**src/rtl/acc_pkg.sv**
```systemverilog
package acc_pkg;

  typedef enum logic [3:0] {
    OP_NOP, OP_HLT, OP_LDA, OP_ADC, OP_SBC, OP_STA,
    OP_LDX, OP_INX, OP_LDY, OP_CLC, OP_SEC
  } op_e;

  typedef enum logic [1:0] {M_IMP, M_IMM, M_ABS, M_ABX} mode_e;

  typedef enum logic [2:0] {S_FETCH, S_IMM, S_LO, S_HI, S_MEM} state_e;

  typedef struct packed {
    op_e   op;
    mode_e mode;
  } dec_t;

endpackage

```
**src/rtl/acc_decode.sv**
```systemverilog
module acc_decode
  import acc_pkg::*;
(
  input  logic [7:0] opc_i,
  output dec_t       dec_o
);

  logic  has_operand;
  op_e   class_op;

  always_comb begin
    has_operand = 1'b1;
    class_op    = OP_NOP;
    unique case (opc_i[7:4])
      4'h1:    class_op = OP_LDA;
      4'h2:    class_op = OP_ADC;
      4'h3:    class_op = OP_SBC;
      4'h4:    class_op = OP_STA;
      4'h5:    class_op = OP_LDX;
      4'h7:    class_op = OP_LDY;
      default: has_operand = 1'b0;
    endcase
  end

  always_comb begin
    dec_o.op   = OP_NOP;
    dec_o.mode = M_IMP;
    if (has_operand) begin
      unique case (opc_i[3:0])
        4'h0: if (class_op != OP_STA) begin
          dec_o.op   = class_op;
          dec_o.mode = M_IMM;
        end
        4'h1: begin
          dec_o.op   = class_op;
          dec_o.mode = M_ABS;
        end
        4'h2: begin
          dec_o.op   = class_op;
          dec_o.mode = M_ABX;
        end
        default: ;
      endcase
    end else begin
      unique case (opc_i)
        8'h00:   dec_o.op = OP_HLT;
        8'h60:   dec_o.op = OP_INX;
        8'h80:   dec_o.op = OP_CLC;
        8'h81:   dec_o.op = OP_SEC;
        default: dec_o.op = OP_NOP;
      endcase
    end
  end

endmodule

```
**src/rtl/acc_alu.sv**
```systemverilog
module acc_alu #(
  parameter int DW = 8
) (
  input  logic [DW-1:0] a_i,
  input  logic [DW-1:0] b_i,
  input  logic          cin_i,
  input  logic          sub_i,
  output logic [DW-1:0] res_o,
  output logic          cout_o
);

  // subtract = add of the complement; carry in acts as "no borrow"
  logic [DW-1:0] b_eff;
  assign b_eff = sub_i ? ~b_i : b_i;
  assign {cout_o, res_o} = {1'b0, a_i} + {1'b0, b_eff} + {{DW{1'b0}}, cin_i};

endmodule

```
**src/rtl/acc_agen.sv**
```systemverilog
module acc_agen #(
  parameter int DW = 8,
  parameter int AW = 2 * DW
) (
  input  logic [DW-1:0] lo_i,
  input  logic [DW-1:0] hi_i,
  input  logic [DW-1:0] idx_i,
  input  logic          use_idx_i,
  output logic [AW-1:0] ea_o
);

  logic [AW-1:0] base;
  logic [AW-1:0] offs;

  assign base = {hi_i, lo_i};
  assign offs = use_idx_i ? AW'(idx_i) : '0;
  assign ea_o = base + offs;  // wraps at the top of the address space

endmodule

```
**src/rtl/acc_core.sv**
```systemverilog
module acc_core
  import acc_pkg::*;
#(
  parameter int            DW       = 8,
  parameter int            AW       = 2 * DW,
  parameter logic [AW-1:0] RESET_PC = AW'('h200)
) (
  input  logic          clk_i,
  input  logic          rst_ni,
  output logic [AW-1:0] mem_addr_o,
  input  logic [DW-1:0] mem_rdata_i,
  output logic [DW-1:0] mem_wdata_o,
  output logic          mem_we_o,
  output logic          done_o,
  output logic [DW-1:0] acc_o,
  output logic [DW-1:0] x_o,
  output logic [DW-1:0] y_o,
  output logic          carry_o,
  output logic          zero_o,
  output logic [AW-1:0] pc_o
);

  localparam int OPW = 8;

  state_e         state_q, state_d;
  logic [AW-1:0]  pc_q;
  logic [DW-1:0]  acc_q, x_q, y_q, lo_q, hi_q;
  logic [OPW-1:0] ir_q;
  logic           carry_q, zero_q, done_q;

  logic [OPW-1:0] dec_in;
  dec_t           dec;
  logic           exec_en;
  logic [DW-1:0]  alu_res;
  logic           alu_cout;
  logic [DW-1:0]  x_inc;
  logic [AW-1:0]  ea;

  // opcode comes straight from memory in fetch, from ir_q afterwards
  assign dec_in = (state_q == S_FETCH) ? mem_rdata_i[OPW-1:0] : ir_q;

  acc_decode u_dec (
    .opc_i(dec_in),
    .dec_o(dec)
  );

  acc_alu #(.DW(DW)) u_alu (
    .a_i   (acc_q),
    .b_i   (mem_rdata_i),
    .cin_i (carry_q),
    .sub_i (dec.op == OP_SBC),
    .res_o (alu_res),
    .cout_o(alu_cout)
  );

  acc_agen #(.DW(DW), .AW(AW)) u_agen (
    .lo_i     (lo_q),
    .hi_i     (hi_q),
    .idx_i    (x_q),
    .use_idx_i(dec.mode == M_ABX),
    .ea_o     (ea)
  );

  assign x_inc   = x_q + DW'(1);
  assign exec_en = (state_q == S_FETCH && dec.mode == M_IMP && !done_q)
                 || state_q == S_IMM || state_q == S_MEM;

  assign mem_addr_o  = (state_q == S_MEM) ? ea : pc_q;
  assign mem_we_o    = (state_q == S_MEM) && (dec.op == OP_STA);
  assign mem_wdata_o = acc_q;

  always_comb begin
    state_d = state_q;
    unique case (state_q)
      S_FETCH: begin
        unique case (dec.mode)
          M_IMM:        state_d = S_IMM;
          M_ABS, M_ABX: state_d = S_LO;
          default:      state_d = S_FETCH;
        endcase
      end
      S_IMM:   state_d = S_FETCH;
      S_LO:    state_d = S_HI;
      S_HI:    state_d = S_MEM;
      S_MEM:   state_d = S_FETCH;
      default: state_d = S_FETCH;
    endcase
  end

  always_ff @(posedge clk_i or negedge rst_ni) begin
    if (!rst_ni) begin
      state_q <= S_FETCH;
      pc_q    <= RESET_PC;
      ir_q    <= '0;
      lo_q    <= '0;
      hi_q    <= '0;
      acc_q   <= '0;
      x_q     <= '0;
      y_q     <= '0;
      carry_q <= 1'b0;
      zero_q  <= 1'b0;
      done_q  <= 1'b0;
    end else if (!done_q) begin
      state_q <= state_d;
      unique case (state_q)
        S_FETCH: begin
          ir_q <= mem_rdata_i[OPW-1:0];
          if (dec.op == OP_HLT) done_q <= 1'b1;
          else                  pc_q   <= pc_q + AW'(1);
        end
        S_IMM: pc_q <= pc_q + AW'(1);
        S_LO: begin
          lo_q <= mem_rdata_i;
          pc_q <= pc_q + AW'(1);
        end
        S_HI: begin
          hi_q <= mem_rdata_i;
          pc_q <= pc_q + AW'(1);
        end
        default: ;
      endcase
      if (exec_en) begin
        unique case (dec.op)
          OP_LDA: begin
            acc_q  <= mem_rdata_i;
            zero_q <= (mem_rdata_i == '0);
          end
          OP_ADC, OP_SBC: begin
            acc_q   <= alu_res;
            carry_q <= alu_cout;
            zero_q  <= (alu_res == '0);
          end
          OP_LDX: begin
            x_q    <= mem_rdata_i;
            zero_q <= (mem_rdata_i == '0);
          end
          OP_LDY: begin
            y_q    <= mem_rdata_i;
            zero_q <= (mem_rdata_i == '0);
          end
          OP_INX: begin
            x_q    <= x_inc;
            zero_q <= (x_inc == '0);
          end
          OP_CLC:  carry_q <= 1'b0;
          OP_SEC:  carry_q <= 1'b1;
          default: ;
        endcase
      end
    end
  end

  assign done_o  = done_q;
  assign acc_o   = acc_q;
  assign x_o     = x_q;
  assign y_o     = y_q;
  assign carry_o = carry_q;
  assign zero_o  = zero_q;
  assign pc_o    = pc_q;

  // once halted nothing moves and nothing is written
  assert_halt_hold_R10: assert property (@(posedge clk_i) disable iff (!rst_ni)
    done_q |=> (done_q && $stable(pc_q) && $stable(acc_q) && $stable(x_q) && !mem_we_o));

  // every non-halt fetch consumes exactly one byte
  assert_pc_step_R9: assert property (@(posedge clk_i) disable iff (!rst_ni)
    (state_q == S_FETCH && !done_q && dec.op != OP_HLT) |=> (pc_q == $past(pc_q) + AW'(1)));

  // the indexed data access presents base + X, wrapped
  assert_index_ea_R7: assert property (@(posedge clk_i) disable iff (!rst_ni)
    (state_q == S_MEM && dec.mode == M_ABX) |-> (mem_addr_o == ({hi_q, lo_q} + AW'(x_q))));

  // zero follows the value that landed in acc
  assert_zero_tracks_R5: assert property (@(posedge clk_i) disable iff (!rst_ni)
    (exec_en && (dec.op == OP_LDA || dec.op == OP_ADC || dec.op == OP_SBC))
      |=> (zero_q == (acc_q == '0)));

  // loads leave carry alone
  assert_load_keeps_carry_R3: assert property (@(posedge clk_i) disable iff (!rst_ni)
    (exec_en && (dec.op == OP_LDA || dec.op == OP_LDX || dec.op == OP_LDY))
      |=> (carry_q == $past(carry_q)));

  // writes only in the data cycle of a store
  assert_store_cycle_R8: assert property (@(posedge clk_i) disable iff (!rst_ni)
    mem_we_o |-> ($past(state_q) == S_HI && !done_q));

endmodule

```
**config.mk**
```make
export PLATFORM = sky130hd
export DESIGN_NAME = acc_core
export DESIGN_NICKNAME = d
export VERILOG_FILES = /design/src/rtl/acc_pkg.sv /design/src/rtl/acc_decode.sv /design/src/rtl/acc_alu.sv /design/src/rtl/acc_agen.sv /design/src/rtl/acc_core.sv
export SDC_FILE = /design/constraint.sdc
export NUM_CORES = 1
export LEC_CHECK = 0
export ABC_AREA = 1
export BUFFER_PORTS_ARGS = -buffer_cell sky130_fd_sc_hd__buf_2
export CELL_PAD_IN_SITES_DETAIL_PLACEMENT = 1
export CELL_PAD_IN_SITES_GLOBAL_PLACEMENT = 1
export CORE_MARGIN = 2
export CORE_UTILIZATION = 42
export DETAILED_ROUTE_END_ITERATION = 8
export GPL_ROUTABILITY_DRIVEN = 0
export GPL_TIMING_DRIVEN = 0
export PLACE_DENSITY_LB_ADDON = 0.1
export SYNTH_ARGS = -nofsm -noshare
export SYNTH_HDL_FRONTEND = slang
export SYNTH_SLANG_ARGS = --single-unit
```
**constraint.sdc**
```tcl
create_clock -name clk_i -period 5.45 [get_ports clk_i]
set_clock_uncertainty 0.1 [all_clocks]
set_input_delay 0.8175 -clock clk_i [delete_from_list [all_inputs] [get_ports clk_i]]
set_output_delay 0.8175 -clock clk_i [all_outputs]
set_load 0.1 [all_outputs]
```
==> run_summary.xml <==
<?xml version="1.0" encoding="UTF-8"?>
<metrics>
  <group name="hold_path">
    <metric name="timing.hold.worst.class" unit="">primary input to async pin</metric>
  </group>
  <group name="critical_path">
    <metric name="setup_crit_path_kind" unit="">flop to primary output</metric>
    <metric name="crit_slowest_cell" unit="">sky130_fd_sc_hd__dfrtp_2</metric>
    <metric name="endpoint_kind" unit="">primary output</metric>
    <metric name="critical_path.most_common_cell" unit="">sky130_fd_sc_hd__nor2_4</metric>
    <metric name="r2r_cells" unit="">26</metric>
    <metric name="path_max_fanout" unit="">10</metric>
    <metric name="crit_arrival" unit="ns">4.46</metric>
    <metric name="critical-path-max-stage-delay" unit="ns">0.44</metric>
    <metric name="regToRegSetupSlack" unit="ns">0.77</metric>
    <metric name="timing.rr.end" unit="">zero_o</metric>
    <metric name="crit_required" unit="ns">4.53</metric>
    <metric name="startpoint_type" unit="">flop</metric>
    <metric name="timing.critical_path.buf_inv" unit="">5</metric>
    <metric name="path_delay_family" unit="">simple AND/OR/NAND/NOR gates</metric>
    <metric name="rr_startpoint" unit="">state_q[1]</metric>
  </group>
  <group name="synthesis">
    <metric name="synth.area.top_cells" unit="">sky130_fd_sc_hd__dfrtp_1 35%, sky130_fd_sc_hd__nand2_1 15%, sky130_fd_sc_hd__xor2_1 6.3%, sky130_fd_sc_hd__o21ai_0 5.9%, sky130_fd_sc_hd__inv_1 5.8%</metric>
    <metric name="post_synthesis_sequential_element_count" unit="">70</metric>
    <metric name="synth-main-ff-cell" unit="">sky130_fd_sc_hd__dfrtp_1</metric>
    <metric name="mappedNetlistArea" unit="mm²">0.00497</metric>
    <metric name="post-synth-top-area-cell" unit="">sky130_fd_sc_hd__dfrtp_1</metric>
    <metric name="postSynthNetCount" unit="">701</metric>
    <metric name="ys_warn_count" unit="">0</metric>
    <metric name="netlist.area_leader.share" unit="%">34.7</metric>
    <metric name="synthesis.instances" unit="">670</metric>
    <metric name="post_synth.cell_area_avg" unit="µm²">7.42</metric>
    <metric name="synth.yosys.seq_area_share" unit="%">35.2</metric>
    <metric name="fraction_of_synthesis_flops_using_an_asynchronous_set_or_reset_pin" unit="%">100</metric>
    <metric name="synth-edff-count" unit="">0</metric>
    <metric name="netlist-cell-type-count" unit="">43</metric>
  </group>
  <group name="sta">
    <metric name="rsz0062_at_grt" unit="">yes</metric>
    <metric name="fin_crit_sh" unit="%">98.7</metric>
    <metric name="period_minus_slack" unit="ns">5.38</metric>
    <metric name="tightestPinTransition" unit="ns">0.603</metric>
    <metric name="relSlewSlack" unit="%">59.4</metric>
    <metric name="final-hold-violation-count" unit="">0</metric>
    <metric name="worst_slack" unit="ns">0.0715</metric>
    <metric name="fmax" unit="GHz">0.186</metric>
    <metric name="finalSetupViolCount" unit="">0</metric>
    <metric name="drv_slew" unit="">0</metric>
  </group>
  <group name="final_layout">
    <metric name="fillers" unit="">1454</metric>
    <metric name="most_common_library_cell_in_the_layout_ignoring_fill_and_taps" unit="">sky130_fd_sc_hd__nand2_1</metric>
    <metric name="layout_common_cells" unit="">189 x sky130_fd_sc_hd__nand2_1, 72 x sky130_fd_sc_hd__buf_2, 69 x sky130_fd_sc_hd__inv_1</metric>
    <metric name="final_area" unit="mm²">0.00622</metric>
    <metric name="areaGrowthSynthToFinish" unit="%">25.2</metric>
    <metric name="antennaDiodeCount" unit="">0</metric>
    <metric name="final_net_count" unit="">811</metric>
    <metric name="final_layout_size_suffix_gt1_share" unit="%">26.1</metric>
  </group>
  <group name="floorplanning">
    <metric name="die-width" unit="µm">113</metric>
    <metric name="initial_core_util" unit="%">43.4</metric>
    <metric name="row_count" unit="">39</metric>
    <metric name="chipHeight" unit="µm">113</metric>
    <metric name="placeableCoreArea" unit="mm²">0.0115</metric>
    <metric name="number_of_top_level_design_ports" unit="">78</metric>
    <metric name="die-area" unit="mm²">0.0127</metric>
  </group>
  <group name="cts">
    <metric name="ctsRootBufferMaster" unit="">sky130_fd_sc_hd__clkbuf_16</metric>
    <metric name="clkSinkCount" unit="">70</metric>
    <metric name="cts_tree" unit="">done</metric>
    <metric name="cts.clk_slew.worst_paths" unit="ns">0.06</metric>
    <metric name="tritoncts.num_buffers" unit="">9</metric>
    <metric name="cts_htree_levels" unit="">3</metric>
    <metric name="clk_latency_worst_skew_pair" unit="ns">0.35</metric>
    <metric name="ctsLongestPathBuffers" unit="">2</metric>
  </group>
  <group name="pwr">
    <metric name="post-layout-total-power" unit="W">0.00122</metric>
    <metric name="power.density_cell_area" unit="mW/mm²">196</metric>
    <metric name="max-vdd-ir-drop" unit="mV">0.136</metric>
    <metric name="power.leakage" unit="nW">3.41</metric>
  </group>
  <group name="grt">
    <metric name="first_global_vias" unit="">5105</metric>
    <metric name="grt_util_all_layers" unit="%">24.8</metric>
    <metric name="first_pass_grt_wire_length" unit="µm">25200</metric>
    <metric name="grt_start_max_net_pins" unit="">57</metric>
    <metric name="number_of_antenna_violations_at_the_first_check_in_global_routing" unit="">0</metric>
    <metric name="grt.overflow.total" unit="">0</metric>
  </group>
  <group name="status">
    <metric name="run_status" unit="">completed</metric>
  </group>
  <group name="drt">
    <metric name="drt.antenna.violating_nets" unit="">0</metric>
    <metric name="wire_per_inst" unit="µm">17.0</metric>
    <metric name="post-route-drc-count" unit="">0</metric>
    <metric name="drt_wl_total" unit="µm">15800</metric>
    <metric name="detailroute.via_count" unit="">4818</metric>
    <metric name="viasPerCell" unit="">5.19</metric>
    <metric name="drt_first_iter_violations" unit="">225</metric>
    <metric name="detail_route.first_pass.iterations" unit="">4</metric>
  </group>
  <group name="placed_design">
    <metric name="dpl.hpwl" unit="µm">11200</metric>
    <metric name="dpl-instance-area" unit="mm²">0.00559</metric>
    <metric name="numPortBuffers" unit="">77</metric>
    <metric name="place_worst_setup_slack" unit="ns">-1.06</metric>
  </group>
  <group name="run">
    <metric name="max_cap_violations" unit="">0</metric>
  </group>
</metrics>
-- where the power goes --
group / leakage [nW] / internal (W) / switching (W)
logic: 2.47 / 0.0000142 / 0.0000357
registers: 0.776 / 0.000520 / 0
clock network: 0.159 / 0.000394 / 0.000254
-- timing repair --
action                                  CTS  global route
endpoints found under the setup margin   10             8
resized for setup                        22            29
hold buffers                              0             0
buffers inserted                          8            12
gates cloned                              0             1
pin swaps                                 5            14
-- kinds of logic after synthesis --
logic type	share of synthesized area [%]
buf+inv	9.69
compound gates	10.3
mux	0.226
simple gates	31.4
xor+xnor	7.40
fa+ha+maj	5.74
flops	35.2
-- layout make-up --
cell class	instances	area [µm²]	area share, %
Buffer	23	159	2.55
Clock buffer	12	267	4.28
Clock inverter	4	52.6	0.844
Inverter	86	354	5.69
Multi-Input combinational cell	491	2860	45.9
Sequential cell	70	1750	28.2
Tap cell	143	179	2.87
Timing Repair Buffer	99	604	9.71
-- stage by stage --
stage | instances | hold WS, ns | utilization [%] | TNS, ns
3_3_place_gp | 890 | 0.362 | 48.5 | -3.15
2_1_floorplan | 670 | 0.350 | - | -0.303
4_1_cts | 915 | 0.227 | 52.6 | 0
3_5_place_dp | 891 | 0.371 | 48.7 | -4.91
6_report | 928 | 0.226 | 54.3 | 0
5_1_grt | 928 | 0.231 | 54.3 | -0.314
-- flip-flops by register name, indices dropped and copies added (netlist names), 3 cells and up --
register  count
hi_q          8
state_q       3
x_o           8
ir_q          8
pc_o         16
y_o           8
lo_q          8
acc_o         8
-- cells in the mapped netlist (all sizes together) (3+ instances only) --
| cell | number |
|---|---|
| clkbuf | 8 |
| xor2 | 36 |
| nor2 | 43 |
| xnor2 | 6 |
| a21oi | 11 |
| nand4 | 9 |
| nor3 | 10 |
| fa | 3 |
| o21ai | 67 |
| nand3 | 55 |
| inv | 86 |
| buf | 15 |
| nand2 | 210 |
| o211ai | 9 |
| dfrtp | 69 |
| ha | 18 |
-- layer usage --
layer  track usage (%)  share of wire (%)  up-vias
met5                 0                  0        -
met3              3.27                3.9       25
met2              43.3                 51      101
met1              30.5                 43     2331
li1                  -                  -     2361
met4              11.5                2.6        0
-- how the worst max path moves through the flow --
| stage | slack [ns] | cells past startpoint | endpoint | from |
|---|---|---|---|---|
| after floorplan | -0.30 | 20 | mem_addr_o[10] | mem_rdata_i[2] |
| after global placement | -0.91 | 25 | mem_addr_o[14] | mem_rdata_i[3] |
| after detailed placement | -1.06 | 25 | mem_addr_o[14] | mem_rdata_i[3] |
| after CTS | 0.005 | 25 | mem_addr_o[14] | state_q[0] |
| after global routing | -0.14 | 25 | mem_addr_o[14] | state_q[1] |
| final | 0.07 | 25 | mem_addr_o[14] | state_q[1] |
Note: power is estimated with default switching activity, not from simulation.
